==> src/rtl/con_term_pkg.sv <==
package con_term_pkg;

    localparam int DATA_W  = 16;
    localparam int CHAR_W  = 8;
    localparam int ADDR_W  = 2;

    localparam int DONE_BIT = 7;
    localparam int IE_BIT   = 6;
    localparam int ERR_ANY  = 15;
    localparam int ERR_OVR  = 14;
    localparam int ERR_FRM  = 13;
    localparam int ERR_BRK  = 10;

    typedef enum logic [ADDR_W-1:0] {
        SEL_RX_CTL = 2'd0,
        SEL_RX_BUF = 2'd1,
        SEL_TX_CTL = 2'd2,
        SEL_TX_BUF = 2'd3
    } reg_sel_e;

    typedef struct packed {
        logic done;
        logic ie;
    } ctl_bits_t;

    typedef struct packed {
        logic any;
        logic ovr;
        logic frm;
        logic brk;
    } rx_err_t;

    typedef struct packed {
        rx_err_t            err;
        logic [CHAR_W-1:0]  chr;
    } rx_word_t;

    typedef struct packed {
        logic               rx_ctl_wr;
        logic               rx_buf_rd;
        logic               tx_ctl_wr;
        logic               tx_buf_wr;
        logic               ie_val;
        logic [CHAR_W-1:0]  wr_char;
    } bus_cmd_t;

    function automatic logic [DATA_W-1:0] ctl_word(input ctl_bits_t c);
        logic [DATA_W-1:0] r;
        r           = '0;
        r[DONE_BIT] = c.done;
        r[IE_BIT]   = c.ie;
        return r;
    endfunction

    function automatic logic [DATA_W-1:0] rx_word_pack(input rx_word_t w);
        logic [DATA_W-1:0] r;
        r             = '0;
        r[CHAR_W-1:0] = w.chr;
        r[ERR_ANY]    = w.err.any;
        r[ERR_OVR]    = w.err.ovr;
        r[ERR_FRM]    = w.err.frm;
        r[ERR_BRK]    = w.err.brk;
        return r;
    endfunction

    // interrupt update on a control write: clear when disabled, raise on a
    // 0->1 enable edge with done already set, otherwise keep
    function automatic logic irq_on_ctl_wr(input logic irq_cur, input ctl_bits_t c,
                                           input logic ie_new);
        logic r;
        r = irq_cur;
        if (!ie_new)
            r = 1'b0;
        else if (c.done && !c.ie)
            r = 1'b1;
        return r;
    endfunction

endpackage

==> src/rtl/con_term_decode.sv <==
module con_term_decode
    import con_term_pkg::*;
(
    input  logic [ADDR_W-1:0] bus_addr,
    input  logic              bus_rd,
    input  logic              bus_wr,
    input  logic [DATA_W-1:0] bus_wdata,
    input  ctl_bits_t         rx_ctl,
    input  rx_word_t          rx_word,
    input  ctl_bits_t         tx_ctl,
    output bus_cmd_t          cmd,
    output logic [DATA_W-1:0] bus_rdata
);
    reg_sel_e sel;
    logic     wdata_unused_hi;

    assign sel             = reg_sel_e'(bus_addr);
    assign wdata_unused_hi = ^bus_wdata[DATA_W-1:CHAR_W];

    always_comb begin
        cmd           = '0;
        cmd.ie_val    = bus_wdata[IE_BIT];
        cmd.wr_char   = bus_wdata[CHAR_W-1:0];
        cmd.rx_ctl_wr = bus_wr && (sel == SEL_RX_CTL);
        cmd.tx_ctl_wr = bus_wr && (sel == SEL_TX_CTL);
        cmd.tx_buf_wr = bus_wr && (sel == SEL_TX_BUF);
        cmd.rx_buf_rd = bus_rd && (sel == SEL_RX_BUF);
    end

    always_comb begin
        bus_rdata = '0;
        if (bus_rd) begin
            unique case (sel)
                SEL_RX_CTL: bus_rdata = ctl_word(rx_ctl);
                SEL_RX_BUF: bus_rdata = rx_word_pack(rx_word);
                SEL_TX_CTL: bus_rdata = ctl_word(tx_ctl);
                SEL_TX_BUF: bus_rdata = '0;
            endcase
        end
    end
endmodule

==> src/rtl/con_term_rx.sv <==
module con_term_rx
    import con_term_pkg::*;
(
    input  logic              clk,
    input  logic              rst,
    input  logic              ctl_wr,
    input  logic              ie_val,
    input  logic              buf_rd,
    input  logic              rx_valid,
    input  logic [CHAR_W-1:0] rx_data,
    input  logic              rx_ferr,
    input  logic              rx_break,
    input  logic              halt_en,
    output ctl_bits_t         ctl,
    output rx_word_t          word,
    output logic              irq,
    output logic              halt_req
);
    ctl_bits_t ctl_n;
    rx_word_t  word_n;
    logic      irq_n;

    always_comb begin
        ctl_n  = ctl;
        word_n = word;
        irq_n  = irq;
        if (ctl_wr) begin
            irq_n    = irq_on_ctl_wr(irq, ctl, ie_val);
            ctl_n.ie = ie_val;
        end
        if (buf_rd) begin
            ctl_n.done = 1'b0;
            word_n.err = '0;
            irq_n      = 1'b0;
        end
        if (rx_valid) begin
            word_n.chr     = rx_break ? '0 : rx_data;
            word_n.err.brk = rx_break;
            word_n.err.frm = rx_break || rx_ferr;
            word_n.err.ovr = ctl.done && !buf_rd;
            word_n.err.any = rx_break || rx_ferr || (ctl.done && !buf_rd);
            ctl_n.done     = 1'b1;
            if (ctl_n.ie)
                irq_n = 1'b1;
        end
    end

    always_ff @(posedge clk) begin
        if (rst) begin
            ctl      <= '0;
            word     <= '0;
            irq      <= 1'b0;
            halt_req <= 1'b0;
        end else begin
            ctl      <= ctl_n;
            word     <= word_n;
            irq      <= irq_n;
            halt_req <= rx_valid && rx_break && halt_en;
        end
    end
endmodule

==> src/rtl/con_term_tx.sv <==
module con_term_tx
    import con_term_pkg::*;
(
    input  logic              clk,
    input  logic              rst,
    input  logic              ctl_wr,
    input  logic              ie_val,
    input  logic              buf_wr,
    input  logic [CHAR_W-1:0] wr_char,
    input  logic              tx_ready,
    output ctl_bits_t         ctl,
    output logic              irq,
    output logic              tx_valid,
    output logic [CHAR_W-1:0] tx_data
);
    ctl_bits_t         ctl_n;
    logic              irq_n;
    logic              pend_n;
    logic [CHAR_W-1:0] data_n;

    always_comb begin
        ctl_n  = ctl;
        irq_n  = irq;
        pend_n = tx_valid;
        data_n = tx_data;
        if (ctl_wr) begin
            irq_n    = irq_on_ctl_wr(irq, ctl, ie_val);
            ctl_n.ie = ie_val;
        end
        if (tx_valid && tx_ready) begin
            pend_n     = 1'b0;
            ctl_n.done = 1'b1;
            if (ctl_n.ie)
                irq_n = 1'b1;
        end
        if (buf_wr) begin
            data_n     = wr_char;
            pend_n     = 1'b1;
            ctl_n.done = 1'b0;
            irq_n      = 1'b0;
        end
    end

    always_ff @(posedge clk) begin
        if (rst) begin
            ctl      <= '{done: 1'b1, ie: 1'b0};
            irq      <= 1'b0;
            tx_valid <= 1'b0;
            tx_data  <= '0;
        end else begin
            ctl      <= ctl_n;
            irq      <= irq_n;
            tx_valid <= pend_n;
            tx_data  <= data_n;
        end
    end
endmodule

==> src/rtl/con_term_regs.sv <==
module con_term_regs
    import con_term_pkg::*;
(
    input  logic        clk,
    input  logic        rst,
    input  logic [1:0]  bus_addr,
    input  logic        bus_rd,
    input  logic        bus_wr,
    input  logic [15:0] bus_wdata,
    output logic [15:0] bus_rdata,
    input  logic        rx_valid,
    input  logic [7:0]  rx_data,
    input  logic        rx_ferr,
    input  logic        rx_break,
    input  logic        halt_en,
    output logic        halt_req,
    output logic        rx_irq,
    output logic        tx_valid,
    output logic [7:0]  tx_data,
    input  logic        tx_ready,
    output logic        tx_irq
);
    bus_cmd_t  cmd;
    ctl_bits_t rx_ctl;
    ctl_bits_t tx_ctl;
    rx_word_t  rx_word;

    con_term_decode u_decode (
        .bus_addr  (bus_addr),
        .bus_rd    (bus_rd),
        .bus_wr    (bus_wr),
        .bus_wdata (bus_wdata),
        .rx_ctl    (rx_ctl),
        .rx_word   (rx_word),
        .tx_ctl    (tx_ctl),
        .cmd       (cmd),
        .bus_rdata (bus_rdata)
    );

    con_term_rx u_rx (
        .clk      (clk),
        .rst      (rst),
        .ctl_wr   (cmd.rx_ctl_wr),
        .ie_val   (cmd.ie_val),
        .buf_rd   (cmd.rx_buf_rd),
        .rx_valid (rx_valid),
        .rx_data  (rx_data),
        .rx_ferr  (rx_ferr),
        .rx_break (rx_break),
        .halt_en  (halt_en),
        .ctl      (rx_ctl),
        .word     (rx_word),
        .irq      (rx_irq),
        .halt_req (halt_req)
    );

    con_term_tx u_tx (
        .clk      (clk),
        .rst      (rst),
        .ctl_wr   (cmd.tx_ctl_wr),
        .ie_val   (cmd.ie_val),
        .buf_wr   (cmd.tx_buf_wr),
        .wr_char  (cmd.wr_char),
        .tx_ready (tx_ready),
        .ctl      (tx_ctl),
        .irq      (tx_irq),
        .tx_valid (tx_valid),
        .tx_data  (tx_data)
    );
endmodule

==> config.mk <==
export PLATFORM = sky130hd
export DESIGN_NAME = con_term_regs
export DESIGN_NICKNAME = d
export VERILOG_FILES = /design/src/rtl/con_term_pkg.sv /design/src/rtl/con_term_decode.sv /design/src/rtl/con_term_rx.sv /design/src/rtl/con_term_tx.sv /design/src/rtl/con_term_regs.sv
export SDC_FILE = /design/constraint.sdc
export NUM_CORES = 1
export LEC_CHECK = 0
export BUFFER_PORTS_ARGS = -buffer_cell sky130_fd_sc_hd__buf_2
export CAP_MARGIN = 15
export CORE_MARGIN = 2
export CORE_UTILIZATION = 36
export CTS_BUF_LIST = sky130_fd_sc_hd__clkbuf_2 sky130_fd_sc_hd__clkbuf_4 sky130_fd_sc_hd__clkbuf_8
export DETAILED_ROUTE_END_ITERATION = 8
export PLACE_DENSITY = 0.67
export SLEW_MARGIN = 25
export SYNTH_ARGS = -nofsm -noshare
export SYNTH_HDL_FRONTEND = slang
export SYNTH_SLANG_ARGS = --single-unit
==> constraint.sdc <==
create_clock -name clk -period 2.7 [get_ports clk]
set_clock_uncertainty 0.15 [all_clocks]
set_input_delay 0.135 -clock clk [delete_from_list [all_inputs] [get_ports clk]]
set_output_delay 0.135 -clock clk [all_outputs]
set_load 0.02 [all_outputs]
# ---- Word level (Yosys, flattened, before mapping)
# Index checks and enable logic that the tools add are counted.
dict set report totals {
  register_bits 28
  latch_bits 0
  mem_bits_rw 0
  rom_bits 0
  inputBits 35
  output_inout_bits 28
  word_cells 60
  memories 0
}
dict set report classes {
  n_addsub 0
  mul 0
  div_mod_pow 0
  magnitude_cmp 0
  n_eq_ne 3
  shifts 0
  n_mux 24
  n_bitwise 0
  n_reduce_logical 19
}
# cell count
set op_table {}
lappend op_table {{$pmux W16 S4} 1}
lappend op_table {{$mux W1} 19}
lappend op_table {{$mux W16} 1}
lappend op_table {{$mux W12} 1}
lappend op_table {{$logic_and A1 B1 Y1} 10}
lappend op_table {{$mux W8} 1}
lappend op_table {{$eq A2 B2 Y1 const B} 2}
lappend op_table {{$mux W4} 1}
lappend op_table {{$reduce_bool A2 Y1} 2}
lappend op_table {{$logic_not A1 Y1} 3}
lappend op_table {{$eq A2 B1 Y1 const B} 1}
lappend op_table {{$logic_not A2 Y1} 1}
lappend op_table {{$logic_or A1 B1 Y1} 2}
lappend op_table {{$reduce_or A2 Y1} 1}

# ---- Longest topological paths before layout
# Gate-level depths: netlist of run 1.
dict set report depth {
  depth_word 8
  depth_mapped 5
  ltp_nobuf 3
}

# ---- Modules after synthesis
# A second synthesis of run 1 with hierarchy kept.
dict set report unflattened {
  hier_cells 151
  area_unflattened_um2 1337.5
}
# module instances cells_per_inst area_per_inst_um2 seq_area_each_um2
set by_module_without_submodules {}
lappend by_module_without_submodules {con_term_rx 1 67 606.8 320.3}
lappend by_module_without_submodules {con_term_tx 1 44 441.7 240.2}
lappend by_module_without_submodules {con_term_decode 1 40 289.0 0.0}

# ---- Worst setup path before layout of run 1
# OpenSTA, ideal clock, no wires.
dict set report synth_path {
  path_type {input-to-output}
  start {in bus_addr[1]}
  end {out bus_rdata[0]}
  arrival_ns 0.806
  required_time_ns 2.415
  path_slack_ns 1.609
  cell_stages 3
  path_buffers 1
  path_cell_list {and3b_1 -> clkbuf_1 -> and2_1}
}
dict set report synth_between {
  elab_chain_len 3
  word_cells_on_any_way 6
  classes_between {eq/ne (3); mux (2); reduce/logical (1)}
}
# element line
set synth_rtl {}
lappend synth_rtl {{start: declaration} con_term_regs.sv:6} ;# input logic [1:0] bus_addr,
lappend synth_rtl {{$eq A2 B2 Y1, or another cell as far along} con_term_decode.sv:33} ;# unique case (sel)
lappend synth_rtl {{$pmux W16 S4 (*)} con_term_decode.sv:33}
lappend synth_rtl {{$mux W16 (*)} con_term_decode.sv:32} ;# if (bus_rd) begin
lappend synth_rtl {{end: declaration} con_term_regs.sv:10} ;# output logic [15:0] bus_rdata,
# Every way passes the cells marked *; elsewhere a longest branch is shown, timed or not. The select of a mux whose other input is x is not followed.

# ---- Worst setup path in the final report of run 1
dict set report layout_path {
  start {reg u_rx.ctl[1] in the netlist's numbering}
  end {out bus_rdata[7]}
}
dict set report layout_between {
  elab_chain_len 2
}
# element line
set layout_rtl {}
lappend layout_rtl {{start: declaration} con_term_rx.sv:14} ;# output ctl_bits_t ctl,
lappend layout_rtl {{start signal: assignment} con_term_rx.sv:55} ;# ctl <= ctl_n;
lappend layout_rtl {{$pmux W16 S4} con_term_decode.sv:33}
lappend layout_rtl {{$mux W16} con_term_decode.sv:32}
# No other way between the ends. The select of a mux whose other input is x is not followed.

==> reports/qor.yml, run 1 <==
cts:
  clkSlewWorstSetupHoldPaths_ps: 150
  cts_num_sinks: 28
  clock_tree.buffer_depth: 2
  numCtsBuffers: 3
  ctsResizeCount: 0
  cts_tree: "built"
  clockRootBuffer: "clkbuf_4"
  clock_latency_ps: 330
  htree_num_levels: 1
setup_path:
  cp_top_family: "flip-flops"
  critical_path.max_stage_delay_ps: 440
  cp_slowest_cell: "dfxtp_1"
  worstPathCellList: "mux2i_1 -> o22ai_1 -> and2_1 -> buf_2"
  path_buf_inv: 1
  critPathMaxFanout: 5
  worstPathArrival_ps: 1310
  worstSetupPathType: "reg2out"
  crit_path_end_kind: "output port"
  crit_required_ps: 2410
  worst_setup_path_start_kind: "flip-flop"
cells_and_area:
  syn_to_final_growth_pct: 43.3
  mostFrequentLayoutCell: "buf_2"
  final_nets: 247
  final_cells: 257
  stdcell_area_um2: 1780
  drive_gt1_share_pct: 26.5
  mostFrequentLayoutCells: "buf_2, dfxtp_1, dlygate4sd3_1, nand2_1, a21oi_1"
  n_antenna_cell: 0
synthesis:
  synth-edff-count: 0
  avgSynthCellArea_um2: 8.76
  async_reset_ff_share_pct: 0
  ys_ff_latch: 28
  synth_area_um2: 1240
  post_synth_num_cell_types: 36
  synthCells: 142
  yosys_warnings: 0
  ys.flop_type: "dfxtp_1"
  ys_seq_area_share_pct: 45.1
sta:
  rsz0062_at_grt: "false"
  finalSetupTns_ps: 0
  fmax_ghz: 0.627
  drv_slew: 0
  tightest_slew_ps: 527
  fin_crit_ps: 1600
  period_share_pct: 59.1
  max-slew-margin-rel_pct: 64.9
  hold_viol: 0
  timing.hold.ws_ps: 99.9
  final-setup-viol-count: 0
routing:
  firstDrtPassIters: 4
  via_per_inst: 4.68
  drtIter0Drc: 75
  via_count: 1202
  wire_per_inst_um: 11.5
  post-route-drc-count: 0
  drt.antenna.violating_nets: 0
  drt-total-wl_mm: 2.95
grt:
  grt_pass1_vias: 1109
  use_met1_pct: 18.8
  track_usage_pct: 15.1
  gr-usage-met2_pct: 27.3
  grt_max_degree: 31
  grt-ovfl-total: 0
  grt_use_met3_pct: 1.80
  antenna_found_initial: 0
  grt_pass1_wl_mm: 4.88
  gr-max-usage-layer: "met2"
placed_design:
  place_inst: 228
  dpl_cell_area_um2: 1480
  gp_congestion: 0.741
  hpwl_mm: 1.84
  io_buffers: 50
pwr:
  p_per_area_nw_per_um2: 480
  irDropWorstVdd_v: 0.000262
  power.leakage_nw: 0.816
job:
  maxCapViolations: 0
min_path:
  hp-class: "in2reg"
die:
  initial_utilization_pct: 37.3
  die_x_um: 62.8
  coreArea_um2: 3340
  die_h_um: 62.8
  fp-row-count: 21
  ios: 63
  die_area_um2: 3940
outcome:
  status: "finished clean"
synthesized netlist by cell type (all sizes together), types with 2 or more instances:
cell | number | area, µm²
inv | 2 | 7.51
a22oi | 7 | 52.6
nand2b | 3 | 18.8
mux2i | 5 | 50.1
nand2 | 20 | 75.1
and3b | 2 | 17.5
nor2 | 10 | 37.5
buf | 10 | 71.3
nor3b | 2 | 26.3
o21ai | 2 | 10.0
nand3b | 3 | 22.5
dfxtp | 28 | 561
nand3 | 3 | 15.0
and2 | 12 | 75.1
a31oi | 2 | 12.5
clkbuf | 3 | 12.5
a21oi | 14 | 70.1
what timing repair did:
item                      CTS  global route
hold endpoints to repair   25             0
buffers inserted            0             0
hold buffers               25             0
power breakdown:
part / internal [W] / switching [W] / total (W)
combinational: 0.0000673 / 0.0000701 / 0.000137
clock: 0.000150 / 0.000126 / 0.000276
sequential: 0.000431 / 0.00000972 / 0.000441
total: 0.000649 / 0.000206 / 0.000854
stage by stage:
| step | total power, W | setup WS [ps] | utilization, % |
|---|---|---|---|
| after floorplan | 0.000527 | 1610 | - |
| after global placement | 0.000558 | 1290 | 44.3 |
| after CTS | 0.000864 | 1080 | 53.4 |
| final | 0.000854 | 1100 | 53.4 |
| after global routing | 0.000895 | 993 | 53.4 |
| after detailed placement | 0.000560 | 1300 | 44.3 |
flip-flops by register name (all words and copies together), names as in the netlist:
signal,cells
u_tx.ctl,2
u_tx.tx_data,8
u_rx.ctl,2
u_rx.irq,1
u_rx.halt_req,1
u_tx.irq,1
u_rx.word,12
u_tx.tx_valid,1
worst reg2reg max path, stage by stage (launching register included):
cell	delay, ps
dfxtp_1	400
nand2b_1	120
o2bb2a_1	200
o21a_1	160
layer usage:
metal,routed length [µm],part of all wire (%)
met5,0,0
met3,105,3.6
met4,0,0
met1,1420,48
met2,1430,48
cell families (layout without fill, tap and decap cells):
logic type             Yosys count  count (layout)  share of synthesized area (%)
AO/OA/AOI/OAI                   32              32                           16.7
flip-flops                      28              28                           45.1
multiplexers                     5               5                           4.02
AND/OR/NAND/NOR                 61              61                           26.6
other                            1               4                          0.302
buffers and inverters           15              81                           7.34
layout make-up:
type	count	area [µm²]
Fill cell	340	1560
Multi-Input combinational cell	102	603
Sequential cell	28	561
Timing Repair Buffer	75	500
Tap cell	46	57.6
Clock inverter	1	30.0
Clock buffer	3	22.5
Inverter	2	7.51
final timing paths:
path | start | endpoint | slack (ps) | cells after the start
worst min register to register | u_tx.tx_data[5] | u_tx.tx_data[5] | 320 | 2
worst max-delay path | u_rx.ctl[1] | bus_rdata[7] | 1100 | 4
worst min-delay path | rst | u_rx.ctl[1] | 100 | 2
worst max register to register | u_tx.ctl[0] | u_tx.irq | 1590 | 3
Power figures use the tool's default switching activity.
==> run 2, diff against run 1 <==
- clock period: 2.7 -> 1.6 ns (I/O delays scaled with it)
==> reports/qor.yml, run 2 (synthesis gave the netlist of run 1 again) <==
grt:
  grt-ovfl-total: 0  # unchanged
  grt_max_degree: 31  # unchanged
  antenna_found_initial: 0  # unchanged
  track_usage_pct: 15.4  # +0.29 points
  grt_pass1_vias: 1114  # +0.45%
  grt_pass1_wl_mm: 4.97  # +1.8%
cts:
  cts_tree: "built"
  cts_num_sinks: 28  # unchanged
  clkSlewWorstSetupHoldPaths_ps: 150  # about the same
  htree_num_levels: 1  # unchanged
  clockRootBuffer: "clkbuf_4"
  clock_latency_ps: 330  # about the same
  numCtsBuffers: 3  # unchanged
  clock_tree.buffer_depth: 2  # unchanged
  post-cts-setup-buffers: 0  # unchanged
setup_path:
  critical_path.max_stage_delay_ps: 560  # +120 ps
  cp_common_cell: "dlygate4sd3_1"
  critPathMaxFanout: 7  # +2
  worstPathCellList: "dlygate4sd3_1 -> buf_2 -> nand2_1 -> nor3b_1 -> dlygate4sd3_1"
  worst_setup_path_start_kind: "input pin"
  crit_path_end_kind: "flip-flop"
  crit_required_ps: 1740  # -670 ps
  worstPathArrival_ps: 1650  # +340 ps
  cp_slowest_cell: "dlygate4sd3_1"
  worstSetupPathType: "in2reg"
cells_and_area:
  fillers: 346  # +1.8%
  regMostFlops: "u_rx.word"
  stdcell_area_um2: 1790  # +0.63%
  multi_input_area_um2: 603  # unchanged
  n_antenna_cell: 0  # unchanged
  mostFrequentLayoutCell: "buf_2"
  ff_latch_area_um2: 562  # +0.22%
  syn_to_final_growth_pct: 44.2
  reg_top3: "u_rx.word: 12 flops, u_tx.tx_data: 8 flops"
  final_nets: 248  # +0.40%
  mostFrequentLayoutCells: "buf_2, dfxtp_1, dlygate4sd3_1, nand2_1, a21oi_1"
  drive_gt1_share_pct: 26.9  # +0.35 points
  largest_register_ffs: 12  # unchanged
pwr:
  power.leakage_nw: 0.819  # +0.36%
  p_per_area_nw_per_um2: 806  # +68%
  irDropWorstVdd_v: 0.000439  # +68%
sta:
  finalSetupTns_ps: 0  # unchanged
  rsz0062_at_grt: "false"
  fin_crit_ps: 1510
  period_share_pct: 94.4
  tightest_slew_ps: 533  # +6.41 ps
  hold_viol: 0  # unchanged
  fmax_ghz: 0.662
  timing.hold.ws_ps: 34.1  # -65.8 ps
  drv_slew: 0  # unchanged
  final-setup-viol-count: 0  # unchanged
  max-slew-margin-rel_pct: 64.5  # -0.43 points
placed_design:
  hpwl_mm: 1.88  # +2.4%
  dpl_cell_area_um2: 1480  # unchanged
  gp_congestion: 0.746  # +0.72%
  io_buffers: 50  # unchanged
die:
  die_h_um: 62.8  # unchanged
  initial_utilization_pct: 37.3  # unchanged
  die_x_um: 62.8  # unchanged
  die_area_um2: 3940  # unchanged
  coreArea_um2: 3340  # unchanged
  fp-row-count: 21  # unchanged
  ios: 63  # unchanged
routing:
  via_count: 1214  # +1.0%
  post-route-drc-count: 0  # unchanged
  drtIter0Drc: 44  # -41%
  drt.antenna.violating_nets: 0  # unchanged
  drt-total-wl_mm: 2.92  # -1.0%
  firstDrtPassIters: 4  # unchanged
  via_per_inst: 4.71  # +0.61%
  wire_per_inst_um: 11.3  # -1.4%
job:
  maxCapViolations: 0  # unchanged
outcome:
  status: "finished clean"
min_path:
  hp-class: "in2reg"
-- run 2: cell types whose count changed in the layout (fill, tap and decap cells not counted), sizes merged --
cell and change:
dlygate4sd3 +1
-- run 2: cell type report --
class	count	area share (%)
inverters	2	0.419
flip-flops and latches	28	31.3
clock inverters	1	1.67
repair buffers	76	28.5
well taps	46	3.21
clock buffers	3	1.26
multi-input cells	102	33.6
-- run 2: worst paths after layout --
kind                   startpoint              end  slack (ps)  depth (start not counted)
hold / removal        bus_addr[1]         u_tx.irq          30                          3
hold reg to reg   u_tx.tx_data[1]  u_tx.tx_data[1]         310                          2
setup reg to reg      u_tx.ctl[0]         u_tx.irq         500                          3
setup / recovery         rx_valid    u_rx.halt_req          90                          5
-- run 2: layer usage --
layer | global-route usage (%) | routed length [µm] | up-vias
li1 | - | - | 619
met1 | 19.6 | 1360 | 552
met2 | 26.5 | 1390 | 40
met3 | 2.34 | 131 | 3
met4 | 5.00 | 32 | 0
met5 | 0 | 0 | -
-- run 2: stage by stage --
| step | utilization (%) | cells | total power, W | setup slack (ps) |
|---|---|---|---|---|
| 2_1_floorplan | - | 145 | 0.000889 | 541 |
| 3_3_place_gp | 44.3 | 228 | 0.000942 | 274 |
| 3_5_place_dp | 44.3 | 228 | 0.000944 | 263 |
| 4_1_cts | 53.7 | 258 | 0.00146 | 52.0 |
| 5_1_grt | 53.7 | 258 | 0.00151 | 37.5 |
| 6_report | 53.7 | 258 | 0.00144 | 89.6 |
-- run 2: report_power, final --
group          total, W  switching [W]  leakage (nW)  internal (W)
clock network  0.000468       0.000214        0.0279      0.000253
registers      0.000744      0.0000164         0.229      0.000728
logic          0.000232       0.000117         0.562      0.000115
-- run 2: worst max-delay path: cells and delay by family --
kind	cells	cell delay [ps]
buffers and inverters	3	1280
AND/OR/NAND/NOR	2	280
-- run 2: repair_timing --
| item | CTS | global route |
|---|---|---|
| setup endpoints to repair | 0 | 1 |
| endpoints found under the hold margin | 27 | 0 |
| resized for setup | 0 | 1 |
| hold buffers | 26 | 0 |
==> run 3, diff against run 2 <==
--- a/config.mk
+++ b/config.mk
@@ -13,2 +13,3 @@
 export DETAILED_ROUTE_END_ITERATION = 8
+export GPL_TIMING_DRIVEN = 0
 export PLACE_DENSITY = 0.67
--- a/constraint.sdc
+++ b/constraint.sdc
@@ -4,2 +4,2 @@
 set_output_delay 0.08 -clock clk [all_outputs]
-set_load 0.02 [all_outputs]
+set_load 0.01 [all_outputs]
==> reports/qor.yml, run 3 (synthesis gave the netlist of run 1 again) <==
cts:
  clockRootBuffer: "clkbuf_4"
  clock_latency_ps: 320  # about the same
  htree_num_levels: 1  # unchanged
  clock_tree.buffer_depth: 2  # unchanged
  cts_num_sinks: 28  # unchanged
  ctsResizeCount: 0  # unchanged
  numCtsBuffers: 3  # unchanged
  post-cts-setup-buffers: 0  # unchanged
  cts_tree: "built"
  clkSlewWorstSetupHoldPaths_ps: 150  # about the same
sta:
  rsz0062_at_grt: "false"
  hold_viol: 0  # unchanged
  fin_crit_ps: 1530  # +21.6 ps
  final-setup-viol-count: 0  # unchanged
  period_share_pct: 95.7  # +1.3 points
  drv_slew: 0  # unchanged
  timing.hold.ws_ps: 54.3  # +20.3 ps
  finalSetupTns_ps: 0  # unchanged
  setup_slack_ps: 68.1  # -21.6 ps
  fmax_ghz: 0.653  # -1.4%
setup_path:
  worst_setup_path_start_kind: "input pin"
  crit_required_ps: 1730  # about the same
  critPathMaxFanout: 10  # +3
  crit-reg2reg-capture: "u_tx.irq"
  cp_top_family: "buffers and inverters"
  worstSetupPathType: "in2reg"
  worstPathArrival_ps: 1660  # about the same
  r2r_start: "u_tx.ctl[0]"
  crit_path_end_kind: "flip-flop"
  cp_slowest_cell: "dlygate4sd3_1"
  rr_worst_depth: 3  # unchanged
  r2r_slack_ps: 500  # about the same
  startpoint: "rst"
  crit_cells: 5  # unchanged
  critical_path.max_stage_delay_ps: 560  # about the same
  path_buf_inv: 4  # +1
  worstPathCellList: "dlygate4sd3_1 -> buf_2 -> buf_2 -> nor3b_1 -> dlygate4sd3_1"
  endpoint: "u_rx.halt_req"
cells_and_area:
  final_nets: 261  # +5.2%
  mostFrequentLayoutCells: "buf_2, dfxtp_1, dlygate4sd3_1, nand2_1, a21oi_1"
  mostFrequentLayoutCell: "buf_2"
  syn_to_final_growth_pct: 49.9
  regMostFlops: "u_rx.word"
  n_antenna_cell: 0  # unchanged
  drive_gt1_share_pct: 28.9  # +2.0 points
  reg_top3: "u_rx.word: 12 flops, u_tx.tx_data: 8 flops"
  largest_register_ffs: 12  # unchanged
min_path:
  hp-class: "in2reg"
die:
  ios: 63  # unchanged
  die_h_um: 62.8  # unchanged
  die_area_um2: 3940  # unchanged
  coreArea_um2: 3340  # unchanged
  die_x_um: 62.8  # unchanged
  initial_utilization_pct: 37.3  # unchanged
  fp-row-count: 21  # unchanged
routing:
  drt-total-wl_mm: 3.04  # +4.0%
  post-route-drc-count: 0  # unchanged
  wire_per_inst_um: 11.2  # -0.95%
  firstDrtPassIters: 4  # unchanged
  via_count: 1233  # +1.6%
  via_per_inst: 4.55  # -3.3%
  drtIter0Drc: 20  # -55%
  drt.antenna.violating_nets: 0  # unchanged
pwr:
  total_power_w: 0.00132  # -8.3%
  clkPwrFrac_pct: 25.8  # -6.6 points
  p_int_w: 0.000998  # -9.0%
  power.leakage_nw: 0.867  # +5.8%
  p_sw_w: 0.000326  # -6.3%
  p_seq_share_pct: 56.2  # +4.7 points
  irDropWorstVdd_v: 0.000701  # +60%
  p_comb_share_pct: 18.0  # +1.9 points
  p_per_area_nw_per_um2: 710  # -12%
  swShare_pct: 24.6  # +0.53 points
placed_design:
  gp_congestion: 0.716  # -4.0%
  io_buffers: 49  # -2.0%
  pre_cts_slack_ps: 279  # +15.3 ps
  hpwl_mm: 2.02  # +7.5%
grt:
  grt-ovfl-total: 0  # unchanged
  grt_pass1_wl_mm: 5.20  # +4.7%
  grt_pass1_vias: 1210  # +8.6%
  track_usage_pct: 16.2  # +0.80 points
  grt_max_degree: 16  # -48%
  antenna_found_initial: 0  # unchanged
outcome:
  status: "finished clean"
job:
  maxCapViolations: 0  # unchanged
run 3: per-layer routing:
| layer | vias to the layer above | routed length (µm) | track usage, % |
|---|---|---|---|
| met5 | - | 0 | 0 |
| met3 | 2 | 196 | 5.77 |
| met1 | 543 | 1350 | 19.8 |
| met2 | 39 | 1480 | 28.1 |
| met4 | 0 | 12 | 1.67 |
| li1 | 649 | - | - |
run 3: power by group through the flow:
stage,logic (W),registers [W],clock network (W)
after global routing,0.000265,0.000748,0.000388
after CTS,0.000238,0.000744,0.000357
final,0.000239,0.000744,0.000342
after global placement,0.000188,0.000758,0
after floorplan,0.000111,0.000761,0
after detailed placement,0.000188,0.000759,0
run 3: worst register-to-register path: cells and delay by family (launching register included):
| kind | cells | cell delay [ps] |
|---|---|---|
| AND/OR/NAND/NOR | 1 | 110 |
| AO/OA/AOI/OAI | 2 | 360 |
| flip-flops | 1 | 390 |
run 3: repair_timing:
item / CTS / global route
endpoints found under the hold margin: 28 / 0
setup endpoints to repair: 0 / 0
hold buffers: 27 / 0
run 3: how the worst min path moves through the flow:
stage | cells past startpoint | slack, ps | start | end
after floorplan | 2 | 70 | bus_wdata[0] | u_tx.tx_data[0]
after global placement | 3 | 170 | rx_data[0] | u_rx.word[0]
after detailed placement | 3 | 170 | rx_data[5] | u_rx.word[5]
after CTS | 4 | 40 | bus_addr[1] | u_tx.irq
after global routing | 4 | 70 | bus_addr[1] | u_tx.irq
final | 4 | 50 | bus_addr[1] | u_tx.irq
run 3: final cells by class:
class	instances	area (µm²)
repair buffers	76	515
plain buffers	13	83.8
fillers	338	1470
clock buffers	4	36.3
well taps	46	57.6
inverters	2	7.51
flip-flops and latches	28	561
multi-input cells	102	603
run 3: per-stage QoR:
step	area (µm²)	std cells	utilization (%)
after floorplan	1250	145	-
after global placement	1560	240	46.7
after detailed placement	1560	240	46.7
after CTS	1860	271	55.9
after global routing	1860	271	55.9
final	1860	271	55.9
